### src/rtl/rp_link_pkg.sv
package rp_link_pkg;

  typedef enum logic [3:0] {
    ST_IDLE, ST_TYPE, ST_PWR, ST_SETTLE, ST_PHY, ST_PERST,
    ST_REL, ST_LINK, ST_GATE, ST_DONE, ST_ERR
  } seq_state_e;

  typedef struct packed {
    logic rc;    // root-complex select
    logic pd;    // powerdown held
    logic sr;    // soft reset held
    logic phy;   // phy init request
    logic pn;    // PERST# (active low)
    logic lt;    // link training enable
    logic cfg;   // configuration allowed
    logic dn;    // done
    logic er;    // error
  } ctl_t;

  function automatic ctl_t ctl_decode(seq_state_e s);
    ctl_t c;
    c = '{rc: 1'b0, pd: 1'b1, sr: 1'b1, phy: 1'b0, pn: 1'b1,
          lt: 1'b0, cfg: 1'b0, dn: 1'b0, er: 1'b0};
    case (s)
      ST_TYPE:   c.rc = 1'b1;
      ST_PWR:    begin c.rc = 1'b1; c.pd = 1'b0; end
      ST_SETTLE: begin c.rc = 1'b1; c.pd = 1'b0; c.sr = 1'b0; end
      ST_PHY:    begin c.rc = 1'b1; c.pd = 1'b0; c.sr = 1'b0; c.phy = 1'b1; end
      ST_PERST:  begin c.rc = 1'b1; c.pd = 1'b0; c.sr = 1'b0; c.pn = 1'b0; end
      ST_REL:    begin c.rc = 1'b1; c.pd = 1'b0; c.sr = 1'b0; end
      ST_LINK,
      ST_GATE:   begin c.rc = 1'b1; c.pd = 1'b0; c.sr = 1'b0; c.lt = 1'b1; end
      ST_DONE:   begin
        c.rc = 1'b1; c.pd = 1'b0; c.sr = 1'b0; c.lt = 1'b1;
        c.cfg = 1'b1; c.dn = 1'b1;
      end
      ST_ERR:    c.er = 1'b1;
      default:   ;
    endcase
    return c;
  endfunction

endpackage

### src/rtl/rp_dwell_timer.sv
module rp_dwell_timer #(
  parameter int W = 8
) (
  input  logic         clk,
  input  logic         rst,
  input  logic         load_i,
  input  logic [W-1:0] load_val_i,
  output logic         zero_o
);

  logic [W-1:0] cnt_q;

  always_ff @(posedge clk) begin
    if (rst)
      cnt_q <= '0;
    else if (load_i)
      cnt_q <= load_val_i;
    else if (cnt_q != '0)
      cnt_q <= cnt_q - 1'b1;
  end

  assign zero_o = (cnt_q == '0);

  // the count parks at zero until reloaded (interval end is stable)
  assert_cnt_floor_R3: assert property (@(posedge clk) disable iff (rst)
    (!load_i && cnt_q == '0) |=> (cnt_q == '0));

  // a load always lands the requested value
  assert_cnt_load_R3: assert property (@(posedge clk) disable iff (rst)
    load_i |=> (cnt_q == $past(load_val_i)));

endmodule

### src/rtl/rp_seq_ctrl.sv
module rp_seq_ctrl
  import rp_link_pkg::*;
#(
  parameter int              CNT_W      = 8,
  parameter longint unsigned SETTLE_CYC = 100,
  parameter longint unsigned PERST_CYC  = 10,
  parameter longint unsigned GATE_CYC   = 100,
  parameter longint unsigned PHY_TMO    = 40,
  parameter longint unsigned LINK_TMO   = 300
) (
  input  logic             clk,
  input  logic             rst,
  input  logic             start_i,
  input  logic             perst_en_i,
  input  logic             phy_ready_i,
  input  logic             link_up_i,
  input  logic             tmr_zero_i,
  output logic             tmr_load_o,
  output logic [CNT_W-1:0] tmr_val_o,
  output ctl_t             ctl_o
);

  localparam logic [CNT_W-1:0] V_SETTLE = CNT_W'(SETTLE_CYC - 1);
  localparam logic [CNT_W-1:0] V_PERST  = CNT_W'(PERST_CYC - 1);
  localparam logic [CNT_W-1:0] V_GATE   = CNT_W'(GATE_CYC - 1);
  localparam logic [CNT_W-1:0] V_PHY    = CNT_W'(PHY_TMO - 1);
  localparam logic [CNT_W-1:0] V_LINK   = CNT_W'(LINK_TMO - 1);

  seq_state_e st_q, st_d;
  logic       perst_q;
  ctl_t       ctl_q;

  always_comb begin
    st_d = st_q;
    case (st_q)
      ST_TYPE:   st_d = ST_PWR;
      ST_PWR:    st_d = ST_SETTLE;
      ST_SETTLE: if (tmr_zero_i) st_d = ST_PHY;
      ST_PHY: begin
        if (phy_ready_i)     st_d = perst_q ? ST_PERST : ST_LINK;
        else if (tmr_zero_i) st_d = ST_ERR;
      end
      ST_PERST:  if (tmr_zero_i) st_d = ST_REL;
      ST_REL:    st_d = ST_LINK;
      ST_LINK: begin
        if (link_up_i)       st_d = perst_q ? ST_GATE : ST_DONE;
        else if (tmr_zero_i) st_d = ST_ERR;
      end
      ST_GATE:   if (tmr_zero_i) st_d = ST_DONE;
      default:   ;
    endcase
    if (start_i) st_d = ST_TYPE;
  end

  always_comb begin
    tmr_load_o = (st_d != st_q);
    case (st_d)
      ST_SETTLE: tmr_val_o = V_SETTLE;
      ST_PHY:    tmr_val_o = V_PHY;
      ST_PERST:  tmr_val_o = V_PERST;
      ST_LINK:   tmr_val_o = V_LINK;
      ST_GATE:   tmr_val_o = V_GATE;
      default:   tmr_val_o = '0;
    endcase
  end

  always_ff @(posedge clk) begin
    if (rst) begin
      st_q    <= ST_IDLE;
      perst_q <= 1'b0;
      ctl_q   <= ctl_decode(ST_IDLE);
    end else begin
      st_q  <= st_d;
      ctl_q <= ctl_decode(st_d);
      if (start_i) perst_q <= perst_en_i;
    end
  end

  assign ctl_o = ctl_q;

  assert_pwr_after_type_R2: assert property (@(posedge clk) disable iff (rst)
    !ctl_q.pd |-> ctl_q.rc);

  assert_srst_after_pwr_R2: assert property (@(posedge clk) disable iff (rst)
    !ctl_q.sr |-> !ctl_q.pd);

  assert_ltssm_off_phy_R4: assert property (@(posedge clk) disable iff (rst)
    ctl_q.phy |-> !ctl_q.lt);

  assert_ltssm_off_perst_R7: assert property (@(posedge clk) disable iff (rst)
    !ctl_q.pn |-> !ctl_q.lt);

  assert_cfg_only_done_R9: assert property (@(posedge clk) disable iff (rst)
    ctl_q.cfg |-> (ctl_q.dn && ctl_q.lt && !ctl_q.er));

  assert_restart_R11: assert property (@(posedge clk) disable iff (rst)
    start_i |=> (ctl_q.rc && ctl_q.pd && ctl_q.sr && !ctl_q.lt && !ctl_q.cfg && !ctl_q.er));

  assert_err_park_R12: assert property (@(posedge clk) disable iff (rst)
    (ctl_q.er && !start_i) |=> ctl_q.er);

endmodule

### src/rtl/rp_link_seq.sv
module rp_link_seq
  import rp_link_pkg::*;
#(
  parameter longint unsigned CLK_HZ       = 100_000_000,
  parameter longint unsigned SETTLE_US    = 1000,
  parameter longint unsigned PERST_US     = 100,
  parameter longint unsigned GATE_US      = 100_000,
  parameter longint unsigned PHY_TMO_CYC  = 1_000_000,
  parameter longint unsigned LINK_TMO_CYC = 10_000_000
) (
  input  logic clk,
  input  logic rst,
  input  logic start_i,
  input  logic perst_en_i,
  input  logic phy_ready_i,
  input  logic link_up_i,
  output logic rc_mode_o,
  output logic pwr_down_o,
  output logic soft_rst_o,
  output logic phy_init_o,
  output logic perst_n_o,
  output logic ltssm_en_o,
  output logic cfg_allowed_o,
  output logic done_o,
  output logic error_o
);

  localparam longint unsigned MHZ_DIV = 64'd1_000_000;
  localparam longint unsigned S_RAW = (CLK_HZ * SETTLE_US + MHZ_DIV - 1) / MHZ_DIV;
  localparam longint unsigned P_RAW = (CLK_HZ * PERST_US  + MHZ_DIV - 1) / MHZ_DIV;
  localparam longint unsigned G_RAW = (CLK_HZ * GATE_US   + MHZ_DIV - 1) / MHZ_DIV;
  localparam longint unsigned S_CYC = (S_RAW == 0) ? 1 : S_RAW;
  localparam longint unsigned P_CYC = (P_RAW == 0) ? 1 : P_RAW;
  localparam longint unsigned G_CYC = (G_RAW == 0) ? 1 : G_RAW;
  localparam longint unsigned PT_CYC = (PHY_TMO_CYC  == 0) ? 1 : PHY_TMO_CYC;
  localparam longint unsigned LT_CYC = (LINK_TMO_CYC == 0) ? 1 : LINK_TMO_CYC;
  localparam longint unsigned M1 = (S_CYC > P_CYC) ? S_CYC : P_CYC;
  localparam longint unsigned M2 = (G_CYC > M1) ? G_CYC : M1;
  localparam longint unsigned M3 = (PT_CYC > M2) ? PT_CYC : M2;
  localparam longint unsigned MAX_CYC = (LT_CYC > M3) ? LT_CYC : M3;
  localparam int CNT_W = $clog2(MAX_CYC + 1);

  logic             tmr_load;
  logic [CNT_W-1:0] tmr_val;
  logic             tmr_zero;
  ctl_t             ctl;

  rp_seq_ctrl #(
    .CNT_W      (CNT_W),
    .SETTLE_CYC (S_CYC),
    .PERST_CYC  (P_CYC),
    .GATE_CYC   (G_CYC),
    .PHY_TMO    (PT_CYC),
    .LINK_TMO   (LT_CYC)
  ) u_ctrl (
    .clk         (clk),
    .rst         (rst),
    .start_i     (start_i),
    .perst_en_i  (perst_en_i),
    .phy_ready_i (phy_ready_i),
    .link_up_i   (link_up_i),
    .tmr_zero_i  (tmr_zero),
    .tmr_load_o  (tmr_load),
    .tmr_val_o   (tmr_val),
    .ctl_o       (ctl)
  );

  rp_dwell_timer #(.W(CNT_W)) u_tmr (
    .clk        (clk),
    .rst        (rst),
    .load_i     (tmr_load),
    .load_val_i (tmr_val),
    .zero_o     (tmr_zero)
  );

  assign rc_mode_o     = ctl.rc;
  assign pwr_down_o    = ctl.pd;
  assign soft_rst_o    = ctl.sr;
  assign phy_init_o    = ctl.phy;
  assign perst_n_o     = ctl.pn;
  assign ltssm_en_o    = ctl.lt;
  assign cfg_allowed_o = ctl.cfg;
  assign done_o        = ctl.dn;
  assign error_o       = ctl.er;

endmodule

### config.mk
export PLATFORM = sky130hd
export DESIGN_NAME = rp_link_seq
export DESIGN_NICKNAME = d
export VERILOG_FILES = /design/src/rtl/rp_link_pkg.sv /design/src/rtl/rp_dwell_timer.sv /design/src/rtl/rp_seq_ctrl.sv /design/src/rtl/rp_link_seq.sv
export SDC_FILE = /design/constraint.sdc
export NUM_CORES = 1
export LEC_CHECK = 0
export ABC_AREA = 1
export CORE_UTILIZATION = 55
export DETAILED_ROUTE_END_ITERATION = 16
export GPL_TIMING_DRIVEN = 0
export HOLD_SLACK_MARGIN = 0.15
export PLACE_DENSITY = 0.73
export SLEW_MARGIN = 20
export SYNTH_ARGS = -nofsm -noshare
export SYNTH_HDL_FRONTEND = slang
export SYNTH_HIERARCHICAL = 1
export SYNTH_SLANG_ARGS = --single-unit
### constraint.sdc
create_clock -name clk -period 3.12 [get_ports clk]
set_clock_uncertainty 0.1 [all_clocks]
set_input_delay 0.468 -clock clk [delete_from_list [all_inputs] [get_ports clk]]
set_output_delay 0.468 -clock clk [all_outputs]
set_load 0.02 [all_outputs]
# Word level (Yosys, flattened, before mapping)
# Index checks and enable logic that the tools add are counted.
classes:
  bitwise_logic: 0
  n_mux: 21
  mul: 0
  n_reduce_logical: 8
  n_eq_ne: 19
  shift: 0
  magnitude_cmp: 0
  add_sub_neg: 1
  div: 0
ops:
  columns: ["op", "n"]
  rows:
  - ["24-bit case mux with 4 select lines", 1]
  - ["24-bit two-way mux", 2]
  - ["4-bit by 3-bit equality test with 1-bit output, second input constant", 8]
  - ["4-bit case mux with 8 select lines", 1]
  - ["4-bit two-way mux", 7]
  - ["24-bit logical NOT", 1]
  - ["24-bit nonzero test", 1]
  - ["24-bit by 1-bit subtractor with 24-bit output, second input constant", 1]
  - ["4-bit by 2-bit equality test with 1-bit output, second input constant", 4]
  - ["4-bit equality test, second input constant", 4]
  - ["9-bit OR reduction", 1]
  - ["4-bit by 1-bit equality test with 1-bit output, second input constant", 2]
  - ["1-bit two-way mux", 8]
  - ["8-bit OR reduction", 1]
  - ["7-bit OR reduction", 1]
  - ["2-bit two-way mux", 2]
  - ["4-bit != test", 1]
  - ["3-bit OR reduction", 1]
  - ["2-bit nonzero test", 1]
  - ["2-bit OR reduction", 1]
word_totals:
  input_bits: 6
  ram_bits: 0
  romBits: 0
  latch_bits: 0
  mem_count: 0
  ff_bits: 38

# Depth between registers and ports, before layout
# Gate-level depths: netlist of the first run.
logic_depth:
  ltp_word: 9
  mapped_depth: 23
  ltp_nobuf: 22

# Modules after synthesis
# Netlist of the first run, hierarchy kept.
modules_own_cells:
  columns: ["mod", "seq_area_each_um2", "n_inst", "area_per_inst_um2", "cells_each"]
  rows:
  - ["rp_dwell_timer", 480.5, 1, 1774.2, 277]
  - ["rp_seq_ctrl", 260.2, 1, 1029.7, 155]

# Worst setup path after synthesis of the first run
# Ideal clock, no wire load.
synth_timing:
  path_kind: "register -> register"
  from: "reg u_tmr.cnt_q[0]"
  to: "reg u_tmr.cnt_q[8]"
  arrival_time_ns: 2.638
  required_time_ns: 2.890
  synth_period_minus_slack_ns: 2.868
  stages_incl_launch_ff: 20
  slack_ns: 0.252
  path_cell_list: "dfxtp_1 -> inv_1 -> ha_1 -> nand3_1 -> nor2_2 -> nand3_4 -> inv_1 -> inv_1 -> nand3_1 -> nand2_1 -> a21boi_2 -> nand4_1 -> xor2_1 -> nand3_1 -> buf_2 -> inv_1 -> buf_2 -> or2_2 -> nand3_1 -> nor2_1"
synth_via:
  elab_cells_between_ends: 22
  classes_between: "add/sub (1); eq/ne (6); mux (11); reduce/logical (4)"
synth_lines:
  columns: ["element", "line", "rtl"]
  rows:
  - ["start, declared", "rp_dwell_timer.sv:11", "logic [W-1:0] cnt_q;"]
  - ["start signal, assigned", "rp_dwell_timer.sv:17", "cnt_q <= load_val_i;"]
  - ["start signal, assigned", "rp_dwell_timer.sv:19", "cnt_q <= cnt_q - 1'b1;"]
  - ["24-bit logical NOT *", "rp_dwell_timer.sv:22", "assign zero_o = (cnt_q == '0);"]
  - ["via tmr_zero", "rp_link_seq.sv:45", "logic tmr_zero;"]
  - ["4-bit two-way mux", "rp_seq_ctrl.sv:41, rp_seq_ctrl.sv:47", null]
  - ["4-bit two-way mux, on equally long branches", "rp_seq_ctrl.sv:46, rp_seq_ctrl.sv:40", null]
  - ["4-bit case mux with 8 select lines *", "rp_seq_ctrl.sv:35", "case (st_q)"]
  - ["4-bit two-way mux *", "rp_seq_ctrl.sv:52", "if (start_i) st_d = ST_TYPE;"]
  - ["4-bit != test *", "rp_seq_ctrl.sv:56", "tmr_load_o = (st_d != st_q);"]
  - ["via tmr_load", "rp_link_seq.sv:43", "logic tmr_load;"]
  - ["24-bit two-way mux or 2-bit nonzero test (tied branches)", null, null]
# The timed path passes the listed nets; every way through them passes the cells marked *. The select of a mux whose other input is x is not followed.
# A chain may end at the register's enable or synchronous reset.

# Final worst setup path of the first run
layout_timing:
  from: "reg u_tmr.cnt_q[0]"
  to: "reg u_tmr.cnt_q[19]"
layout_via:
  elab_chain_len: 9
  elab_cells_between_ends: 22
  classes_between: "add/sub (1); eq/ne (6); mux (11); reduce/logical (4)"
layout_rtl:
  columns: ["element", "line", "rtl"]
  rows:
  - ["24-bit logical NOT *", "rp_dwell_timer.sv:22", null]
  - ["via tmr_zero", "rp_link_seq.sv:45", null]
  - ["4-bit two-way mux", "rp_seq_ctrl.sv:41, rp_seq_ctrl.sv:47", null]
  - ["4-bit two-way mux, on equally long branches", "rp_seq_ctrl.sv:46, rp_seq_ctrl.sv:40", null]
  - ["4-bit case mux with 8 select lines *", "rp_seq_ctrl.sv:35", null]
  - ["4-bit two-way mux *", "rp_seq_ctrl.sv:52", null]
  - ["4-bit by 3-bit equality test with 1-bit output or 4-bit equality test (tied branches)", "rp_seq_ctrl.sv:57", "case (st_d)"]
  - ["2-bit OR reduction (no line)", null, null]
  - ["24-bit case mux with 4 select lines *", "rp_seq_ctrl.sv:57", null]
  - ["via tmr_val[19]", "rp_link_seq.sv:44", "logic [CNT_W-1:0] tmr_val;"]
  - ["24-bit two-way mux *", "rp_dwell_timer.sv:16", "else if (load_i)"]
# Marked as above.

==> impl_metrics.json, run 1 <==
{
  "die_w_um": 73.4,
  "endpoint_kind": "flop",
  "post-route-period-util": 0.923,
  "diodes": 0,
  "p_per_area_nw_per_um2": 642,
  "setup_violations": 0,
  "route.met2.wl_um": 3360,
  "finalCriticalPeriod_ns": 2.88,
  "vias": 2684,
  "critPathSlowestCell": "dfxtp_1",
  "layout_commonest_cell": "nand2_1",
  "grt_pass1_wl_um": 10900,
  "globalRoute.totalOverflow": 0,
  "synth_mux_area_frac": 0,
  "cts.sinks": 37,
  "wirelength_um": 6700,
  "yosys_most_used_dff": "dfxtp_1",
  "cts_root_buffer": "clkbuf_8",
  "syn_inst": 432,
  "rr_endpoint": "u_tmr/cnt_q[19]$_SDFFE_PP0P_",
  "crit_top_cell": "nand3_1",
  "worstPathMaxFanout": 7,
  "post-dp-hpwl_um": 5180,
  "synth-edff-count": 0,
  "ios": 15,
  "leakage_nw": 1.51,
  "cts_made_buffers": 5,
  "slew_violations": 0,
  "rows": 25,
  "yosysTopAreaCell": "dfxtp_1",
  "port_buffers": 14,
  "ys_types": 38,
  "synth_top_family_by_area": "simple AND/OR/NAND/NOR gates",
  "path_cells": "inv_2, ha_4, nand3_1, nor2_2, nand3_4, inv_4, inv_2, nand3_1, nand2_1, nor2_2, nand3_1, nor2_4, nand3_1, nand2_2, inv_2, o21ai_0, buf_4, nand2_1, a21oi_2",
  "tightest_slew_ns": 0.614,
  "synth.area.top_cells": "dfxtp_1 26%, nand2_1 15%, nor2_1 7.6%",
  "vdd_ir_drop_max_mv": 0.265,
  "initial_core_util": 0.582,
  "drc": 0,
  "rr_worst_depth": 19,
  "cp-startpoint": "u_tmr/cnt_q[0]$_SDFFE_PP0P_",
  "grt_usage": 0.268,
  "endpoint": "u_tmr/cnt_q[19]$_SDFFE_PP0P_",
  "routed.top_layer": "met4",
  "synth_seq_cells": 37,
  "grt_pass1_vias": 2462,
  "drt-initial-drc-count": 137,
  "die_y_um": 73.4,
  "wl_met3_um": 304,
  "ys_warn_count": 6,
  "layout.nets": 469,
  "wl_met1_um": 2850,
  "yosys.area_share.adder": 0.00892,
  "wire_per_inst_um": 12.7,
  "path_class": "flop to flop",
  "area_growth_pct": 15.4,
  "grt_max_degree": 14,
  "synth_xor_area_frac": 0.0312,
  "power_mw": 2.08,
  "hold_viol_final": 0,
  "critPathArrivalTime_ns": 3.01,
  "timing.rr.start": "u_tmr/cnt_q[0]$_SDFFE_PP0P_",
  "ys_seq_area_frac": 0.264,
  "cp-start-kind": "flop",
  "path_clk_slew_ns": 0.08,
  "drive_above_1_share": 0.253,
  "first_pass_iters": 5,
  "antenna_found_initial": 0,
  "synth_compound_area_frac": 0.0839,
  "cts_max_path_buffers": 2,
  "min_path_type": "flop to flop",
  "hold_start": "u_tmr/cnt_q[0]$_SDFFE_PP0P_",
  "gp_congestion": 0.888,
  "required_ns": 3.25,
  "viasPerCell": 5.07,
  "netlist.area_leader.share": 0.264,
  "worst_skew_pair.late_latency_ns": 0.29,
  "relSlewSlack": 0.591,
  "synth-simple-area-share": 0.481,
  "syn_area_per_cell_um2": 6.49,
  "mostFrequentLayoutCells": "113 x nand2_1, 56 x nor2_1, 37 x dfxtp_1",
  "htreeDepth": 2,
  "critPathMaxStageDelay_ns": 0.33,
  "drv_cap": 0,
  "die_area_um2": 5390,
  "ant_nets": 0,
  "synthArstFlopShare": 0,
  "syn_area_um2": 2800,
  "finalSetupTns_ns": 0,
  "max_freq_mhz": 347,
  "cts_tree": "done",
  "core_area_um2": 4820,
  "status": "complete, no violations",
  "ff2ff_setup_slack_ns": 0.24
}
## per-stage QoR
step	instances	worst slack [ns]	utilization	hold slack (ns)	instance area, um^2
after CTS	525	0.00498	0.658	0.379	3170
final	529	0.239	0.672	0.384	3240
after floorplan	434	0.252	-	0.343	2810
after global placement	515	-0.324	0.630	0.364	3040
after detailed placement	515	-0.302	0.630	0.367	3040
after global routing	529	-0.00773	0.672	0.411	3240
## power breakdown
group	switching [mW]	internal (mW)
clock network	0.185	0.239
logic	0.675	0.383
registers	0.0650	0.527
## cells by family (layout without fill, tap and decap cells)
kind of cell	after synthesis	count (layout)
and+or+nand+nor	274	274
buffers and inverters	71	99
AOI/OAI and AO/OA	37	37
DFF	37	37
xor gates and xnor gates	10	10
adders and majority gates	2	2
other	1	3
## worst min-delay path by stage
stage,endpoint,slack (ns),depth (start not counted)
3_3_place_gp,u_tmr/cnt_q[0]$_SDFFE_PP0P_,0.36,2
3_5_place_dp,u_tmr/cnt_q[0]$_SDFFE_PP0P_,0.37,2
4_1_cts,u_tmr/cnt_q[0]$_SDFFE_PP0P_,0.38,2
6_report,u_tmr/cnt_q[0]$_SDFFE_PP0P_,0.38,2
2_1_floorplan,u_ctrl/perst_q$_SDFFE_PP0P_,0.34,2
5_1_grt,u_ctrl/perst_q$_SDFFE_PP0P_,0.41,2
## flip-flops by register name (all words and copies together), names as in the netlist
signal / flops
u_ctrl/st_q: 4
u_ctrl/perst_q: 1
u_ctrl/ctl_o: 8
u_tmr/cnt_q: 24
## cell usage after synthesis, types with 2 or more instances
cell and instances:
xnor2_1 3, nand2_2 21, nand2_4 2, xor2_1 7, nor2_2 20, inv_1 39, buf_4 15, nor2_1 57
clkbuf_1 4, nand2_1 114, a21oi_1 12, o21ai_0 11, nor2_4 7, ha_1 2, inv_4 2, nand3_2 2
o21a_1 4, buf_2 2, inv_2 5, dfxtp_1 37, buf_6 3, a21oi_2 7, nand3_1 29, nand4_1 13
## timing repair
item | in CTS | in global routing
pin swaps | 2 | 2
hold buffers | 0 | 0
resized for setup | 3 | 12
setup buffers | 2 | 4
endpoints found under the hold margin | 0 | 0
endpoints found under the setup margin | 24 | 24
## area by class of cell
type | count | area [um^2]
multi-input combinational | 326 | 1740
fill | 459 | 1580
sequential | 37 | 741
buffer | 25 | 193
timing repair buffer | 20 | 185
inverter | 46 | 180
tap | 67 | 83.8
clock buffer | 5 | 68.8
clock inverter | 3 | 46.3
## per-layer routing
layer,vias up,track usage
met5,-,0
met4,0,0.128
met3,18,0.0521
met2,59,0.473
met1,1209,0.311
li1,1398,-
## critical path: cells and delay by family (launching register included)
family	cells	cell delay [ns]
and+or+nand+nor	11	1.34
buffers and inverters	5	0.53
DFF	1	0.33
adders and majority gates	1	0.15
AOI/OAI and AO/OA	2	0.36
Note: power is estimated with default switching activity, not from simulation.
==> run 2, diff against run 1 <==
- CELL_PAD_IN_SITES_DETAIL_PLACEMENT: not set -> 1
- CELL_PAD_IN_SITES_GLOBAL_PLACEMENT: not set -> 1
- CORE_MARGIN: not set -> 5
- CORE_UTILIZATION: 55 -> 43
- PLACE_DENSITY: 0.73 -> 0.79
- TNS_END_PERCENT: not set -> 1
==> run 2 against run 1 <==
Effect of this change:
- first-iteration DRC count is 12% lower
- critical path depth is 1 higher
- utilization is 14 points lower
- largest cell class unchanged
- sequential cell count stayed put
- routed wire length is 34% higher
- total power is 8.9% higher
- largest power group unchanged
- fmax is 2.4% lower
==> impl_metrics.json, run 2 (synthesized netlist as in run 1, its figures left out) <==
{
  "rr_worst_depth": 20,
  "required_ns": 3.18,
  "max_freq_mhz": 339,
  "fin_cells": 543,
  "wire_per_inst_um": 16.5,
  "power_mw": 2.26,
  "p_switching_mw": 1.02,
  "mostFrequentLayoutCells": "113 x nand2_1, 55 x nor2_1, 37 x dfxtp_1",
  "drv_cap": 0,
  "ant_nets": 0,
  "cts_root_buffer": "clkbuf_8",
  "leakage_nw": 1.57,
  "crit_top_cell": "nand2_1",
  "layout.nets": 473,
  "dp.cells": 525,
  "register_area_um2": 741,
  "drc": 0,
  "n_fill_cell": 856,
  "min_path_type": "flop to flop",
  "globalRoute.totalOverflow": 0,
  "post-dp-hpwl_um": 6670,
  "power.internal_mw": 1.24,
  "tightest_slew_ns": 0.770,
  "vias": 2867,
  "cts_made_buffers": 5,
  "area_growth_pct": 19.3,
  "endpoint": "u_tmr/cnt_q[9]$_SDFFE_PP0P_",
  "combinationalPowerShare": 0.505,
  "grt_usage": 0.211,
  "ff2ff_setup_slack_ns": 0.17,
  "largest_reg_flops": 24,
  "cts_tree": "done",
  "relSlewSlack": 0.486,
  "vdd_ir_drop_max_mv": 0.392,
  "grt_max_degree": 14,
  "rows": 29,
  "worstPathMaxFanout": 7,
  "grt_pass1_vias": 2866,
  "setup_violations": 0,
  "drt-initial-drc-count": 120,
  "switching_share": 0.452,
  "die_w_um": 90.8,
  "cts_max_path_buffers": 2,
  "endpoint_kind": "flop",
  "viasPerCell": 5.28,
  "cp-startpoint": "u_tmr/cnt_q[8]$_SDFFE_PP0P_",
  "die_y_um": 90.8,
  "ios": 15,
  "path_cells": "nor2_2, nand2_2, nor2_8, nand3_4, inv_4, inv_2, nand3_1, nand2_1, nor2_1, nand4_1, buf_4, nand3_2, nand2_4, nor2_4, nand2_2, buf_4, nand2_1, nand2_1, o21ai_1, nor2_1",
  "pwr-share-clk": 0.231,
  "critical_path_buf_inv_count": 4,
  "drive_above_1_share": 0.266,
  "gp_congestion": 0.880,
  "cp.depth": 20,
  "seqPwrFrac": 0.263,
  "path_class": "flop to flop",
  "htreeDepth": 2,
  "diodes": 0,
  "post-route-period-util": 0.946,
  "initial_core_util": 0.442,
  "hold_viol_final": 0,
  "rr_endpoint": "u_tmr/cnt_q[9]$_SDFFE_PP0P_",
  "grt_setup_unrepaired": "yes",
  "cts.sinks": 37,
  "slew_violations": 0,
  "layout_commonest_cell": "nand2_1",
  "multiInputGateArea_um2": 1780,
  "timing.rr.start": "u_tmr/cnt_q[8]$_SDFFE_PP0P_",
  "core_area_um2": 6350,
  "die_area_um2": 8240,
  "critPathSlowestCell": "dfxtp_1",
  "finalCriticalPeriod_ns": 2.95,
  "holdWs_ns": 0.388,
  "p_per_area_nw_per_um2": 675,
  "port_buffers": 14,
  "largest_register": "u_tmr/cnt_q",
  "critPathArrivalTime_ns": 3.02,
  "antenna_found_initial": 0,
  "worst_skew_pair.late_latency_ns": 0.30,
  "grt_pass1_wl_um": 14000,
  "cp-start-kind": "flop",
  "cp_top_family": "simple AND/OR/NAND/NOR gates",
  "first_pass_iters": 4,
  "wirelength_um": 8970,
  "status": "complete, no violations",
  "path_clk_slew_ns": 0.09,
  "critPathMaxStageDelay_ns": 0.37
}
==> run 2: cell count changes in the layout (fill, tap and decap cells not counted), sizes merged <==
cell      change
clkinvlp      -1
clkbuf        -1
buf           +5
inv           +1
clkinv        -1
bufinv        +1
==> run 2: metrics by stage <==
step / cell area (um^2) / worst slack [ns] / util / setup TNS, ns
after global placement: 3050 / -0.395 / 0.480 / -6.07
after floorplan: 2810 / 0.252 / - / 0
after global routing: 3350 / -0.0849 / 0.527 / -0.244
after detailed placement: 3050 / -0.452 / 0.480 / -7.78
final: 3350 / 0.168 / 0.527 / 0
after CTS: 3250 / 0.0218 / 0.513 / 0
==> run 2: final cells by class <==
| cell class | instances | share of cell area |
|---|---|---|
| tap | 77 | 0.0288 |
| clock inverter | 3 | 0.0206 |
| inverter | 46 | 0.0539 |
| sequential | 37 | 0.221 |
| multi-input combinational | 326 | 0.531 |
| clock buffer | 5 | 0.0206 |
| buffer | 25 | 0.0591 |
| timing repair buffer | 24 | 0.0643 |
==> run 2: how the worst min path moves through the flow <==
stage                                            from                     endpoint  slack (ns)  cells past startpoint
final                     u_ctrl/perst_q$_SDFFE_PP0P_  u_ctrl/perst_q$_SDFFE_PP0P_        0.39                      2
after global routing      u_ctrl/perst_q$_SDFFE_PP0P_  u_ctrl/perst_q$_SDFFE_PP0P_        0.42                      2
after CTS                 u_ctrl/perst_q$_SDFFE_PP0P_  u_ctrl/perst_q$_SDFFE_PP0P_        0.39                      2
after detailed placement  u_tmr/cnt_q[0]$_SDFFE_PP0P_  u_tmr/cnt_q[0]$_SDFFE_PP0P_        0.38                      2
after global placement    u_tmr/cnt_q[0]$_SDFFE_PP0P_  u_tmr/cnt_q[0]$_SDFFE_PP0P_        0.37                      2
after floorplan           u_ctrl/perst_q$_SDFFE_PP0P_  u_ctrl/perst_q$_SDFFE_PP0P_        0.34                      2
==> run 2: what timing repair did <==
item | in CTS | in global routing
cloned | 0 | 0
resized for setup | 14 | 13
setup buffers | 4 | 6
endpoints found under the setup margin | 24 | 24
pin swaps | 4 | 4
hold buffers | 0 | 0
==> run 2: per-layer routing <==
layer  part of all wire  vias to the layer above  track usage
li1                   -                     1405            -
met1               0.42                     1392        0.250
met2               0.52                       50        0.387
met3              0.034                       20       0.0392
met4              0.022                        0       0.0558
met5                  0                        -            0
==> run 2: tightest hold or removal path, cell delays in order, from the launching register on <==
cell and delay [ns]:
dfxtp_1 0.32, inv_1 0.07, a21oi_1 0.06
==> run 2: power groups by stage <==
stage	Sequential, mW	Combinational [mW]	Clock, mW
finish	0.595	1.14	0.523
CTS	0.593	1.12	0.531
global placement	0.598	1.04	0
floorplan	0.587	0.833	0
detailed placement	0.602	1.09	0
global route	0.603	1.26	0.556
==> run 3, diff against run 2 <==
- GPL_TIMING_DRIVEN: 0 -> 1
==> run 3 against run 2 <==
Effect of this change:
- fmax grew 2.1%
- first-iteration DRC count fell by 14%
- register-to-register slack improved by 0.06 ns
- non-clock buffer count decreased by 22
- sequential power barely moved
- design area is 6.0% lower
- die area did not move
- largest cell class unchanged
==> impl_metrics.json, run 3 (synthesized netlist as in run 1, its figures left out) <==
{
  "status": "complete, no violations",
  "grt_use_met2": 0.359,
  "die_y_um": 90.8,
  "globalRoute.totalOverflow": 0,
  "endpoint_kind": "flop",
  "hold_viol_final": 0,
  "vdd_ir_drop_max_mv": 0.280,
  "top_usage_layer": "met2",
  "cts.hold.buffers_added": 0,
  "diodes": 0,
  "grt_usage": 0.203,
  "cts_tree": "done",
  "gp_congestion": 0.922,
  "fin_util": 0.495,
  "ios": 15,
  "wire_per_inst_um": 16.0,
  "slew_violations": 0,
  "critPathArrivalTime_ns": 2.97,
  "rows": 29,
  "largest_register": "u_tmr/cnt_q",
  "area_growth_pct": 12.1,
  "die_area_um2": 8240,
  "min_path_type": "flop to flop",
  "cts_root_buffer": "clkbuf_8",
  "largest_reg_flops": 24,
  "path_class": "flop to flop",
  "drt-initial-drc-count": 103,
  "htreeDepth": 2,
  "max_freq_mhz": 346,
  "n_fill_cell": 845,
  "die_w_um": 90.8,
  "grt_max_degree": 31,
  "ff2ff_setup_slack_ns": 0.23,
  "mostFrequentLayoutCells": "113 x nand2_1, 55 x nor2_1, 37 x dfxtp_1",
  "worst_skew_pair.late_latency_ns": 0.30,
  "drc": 0,
  "finalCriticalPeriod_ns": 2.89,
  "cts.sinks": 37,
  "post-dp-hpwl_um": 6350,
  "leakage_nw": 1.44,
  "drive_above_1_share": 0.238,
  "port_buffers": 14,
  "setup_violations": 0,
  "path_clk_slew_ns": 0.09,
  "cp-start-kind": "flop",
  "grt_pass1_wl_um": 13700,
  "post-route-period-util": 0.926,
  "viasPerCell": 5.30,
  "wirelength_um": 8370,
  "grt_pass1_vias": 2866,
  "cts_made_buffers": 5,
  "vias": 2765,
  "layout_commonest_cell": "nand2_1",
  "initial_core_util": 0.442,
  "required_ns": 3.20,
  "antenna_found_initial": 0,
  "layout.nets": 452,
  "worstPathMaxFanout": 6,
  "ant_nets": 0,
  "first_pass_iters": 4,
  "drv_cap": 0,
  "core_area_um2": 6350,
  "tightest_slew_ns": 0.610,
  "power_mw": 2.05,
  "cts_max_path_buffers": 2,
  "relSlewSlack": 0.593,
  "grt_util_met3": 0.0342,
  "p_per_area_nw_per_um2": 652,
  "grt.met1_usage": 0.254
}
run 3: final cells by class:
| class | count | area (um^2) | area share |
|---|---|---|---|
| timing repair inverter | 1 | 7.51 | 0.00239 |
| inverter | 46 | 193 | 0.0613 |
| tap | 77 | 96.3 | 0.0306 |
| clock buffer | 5 | 68.8 | 0.0219 |
| clock inverter | 3 | 22.5 | 0.00716 |
| multi-input combinational | 326 | 1750 | 0.556 |
| timing repair buffer | 27 | 268 | 0.0852 |
| sequential | 37 | 741 | 0.236 |
run 3: worst max-delay path, stage by stage, from the launching register on:
cell,delay (ns)
dfxtp_1,0.34
inv_1,0.10
ha_2,0.20
nand3_1,0.10
nor2_2,0.14
nand3_4,0.13
inv_4,0.10
inv_1,0.10
nand2_1,0.08
nand2_1,0.05
nand2_1,0.08
nand4_2,0.14
nand2_2,0.15
xor2_1,0.15
nor2_1,0.08
nand3_4,0.15
clkinvlp_4,0.15
or2_2,0.28
nand3_1,0.08
nor2_1,0.05
run 3: what timing repair did:
item                       CTS  global route
setup endpoints to repair   16            24
setup buffers                2             3
gates cloned                 0             2
gates resized for setup      6            17
pin swaps                    1             5
run 3: metrics by stage:
step	hold WS (ns)	setup slack [ns]	cell area, um^2	TNS, ns	cells
after global routing	0.421	-0.0192	3140	-0.0747	522
after CTS	0.399	-0.0242	3040	-0.0242	517
after floorplan	0.343	0.252	2810	0	434
after global placement	0.360	-0.0309	2910	-0.0581	507
final	0.391	0.230	3140	0	522
after detailed placement	0.385	-0.134	2910	-0.381	507
run 3: worst paths after layout:
kind | to | startpoint | cells past startpoint
worst min-delay path | u_ctrl/perst_q$_SDFFE_PP0P_ | u_ctrl/perst_q$_SDFFE_PP0P_ | 2
worst max register to register | u_tmr/cnt_q[8]$_SDFFE_PP0P_ | u_tmr/cnt_q[1]$_SDFFE_PP0P_ | 19
worst max-delay path | u_tmr/cnt_q[8]$_SDFFE_PP0P_ | u_tmr/cnt_q[1]$_SDFFE_PP0P_ | 19
worst min register to register | u_ctrl/perst_q$_SDFFE_PP0P_ | u_ctrl/perst_q$_SDFFE_PP0P_ | 2
run 3: power by group:
group	internal, mW	total [mW]	switching [mW]
Combinational	0.371	1.10	0.726
Clock	0.159	0.357	0.198
Sequential	0.527	0.595	0.0679
Total	1.06	2.05	0.992
run 3: routing by layer:
layer  vias to the layer above  share of wire  wire length [um]
met5                         -              0                 0
met4                         0          0.015               122
met3                        11          0.032               269
met2                        44           0.52              4360
met1                      1343           0.43              3620
li1                       1367              -                 -
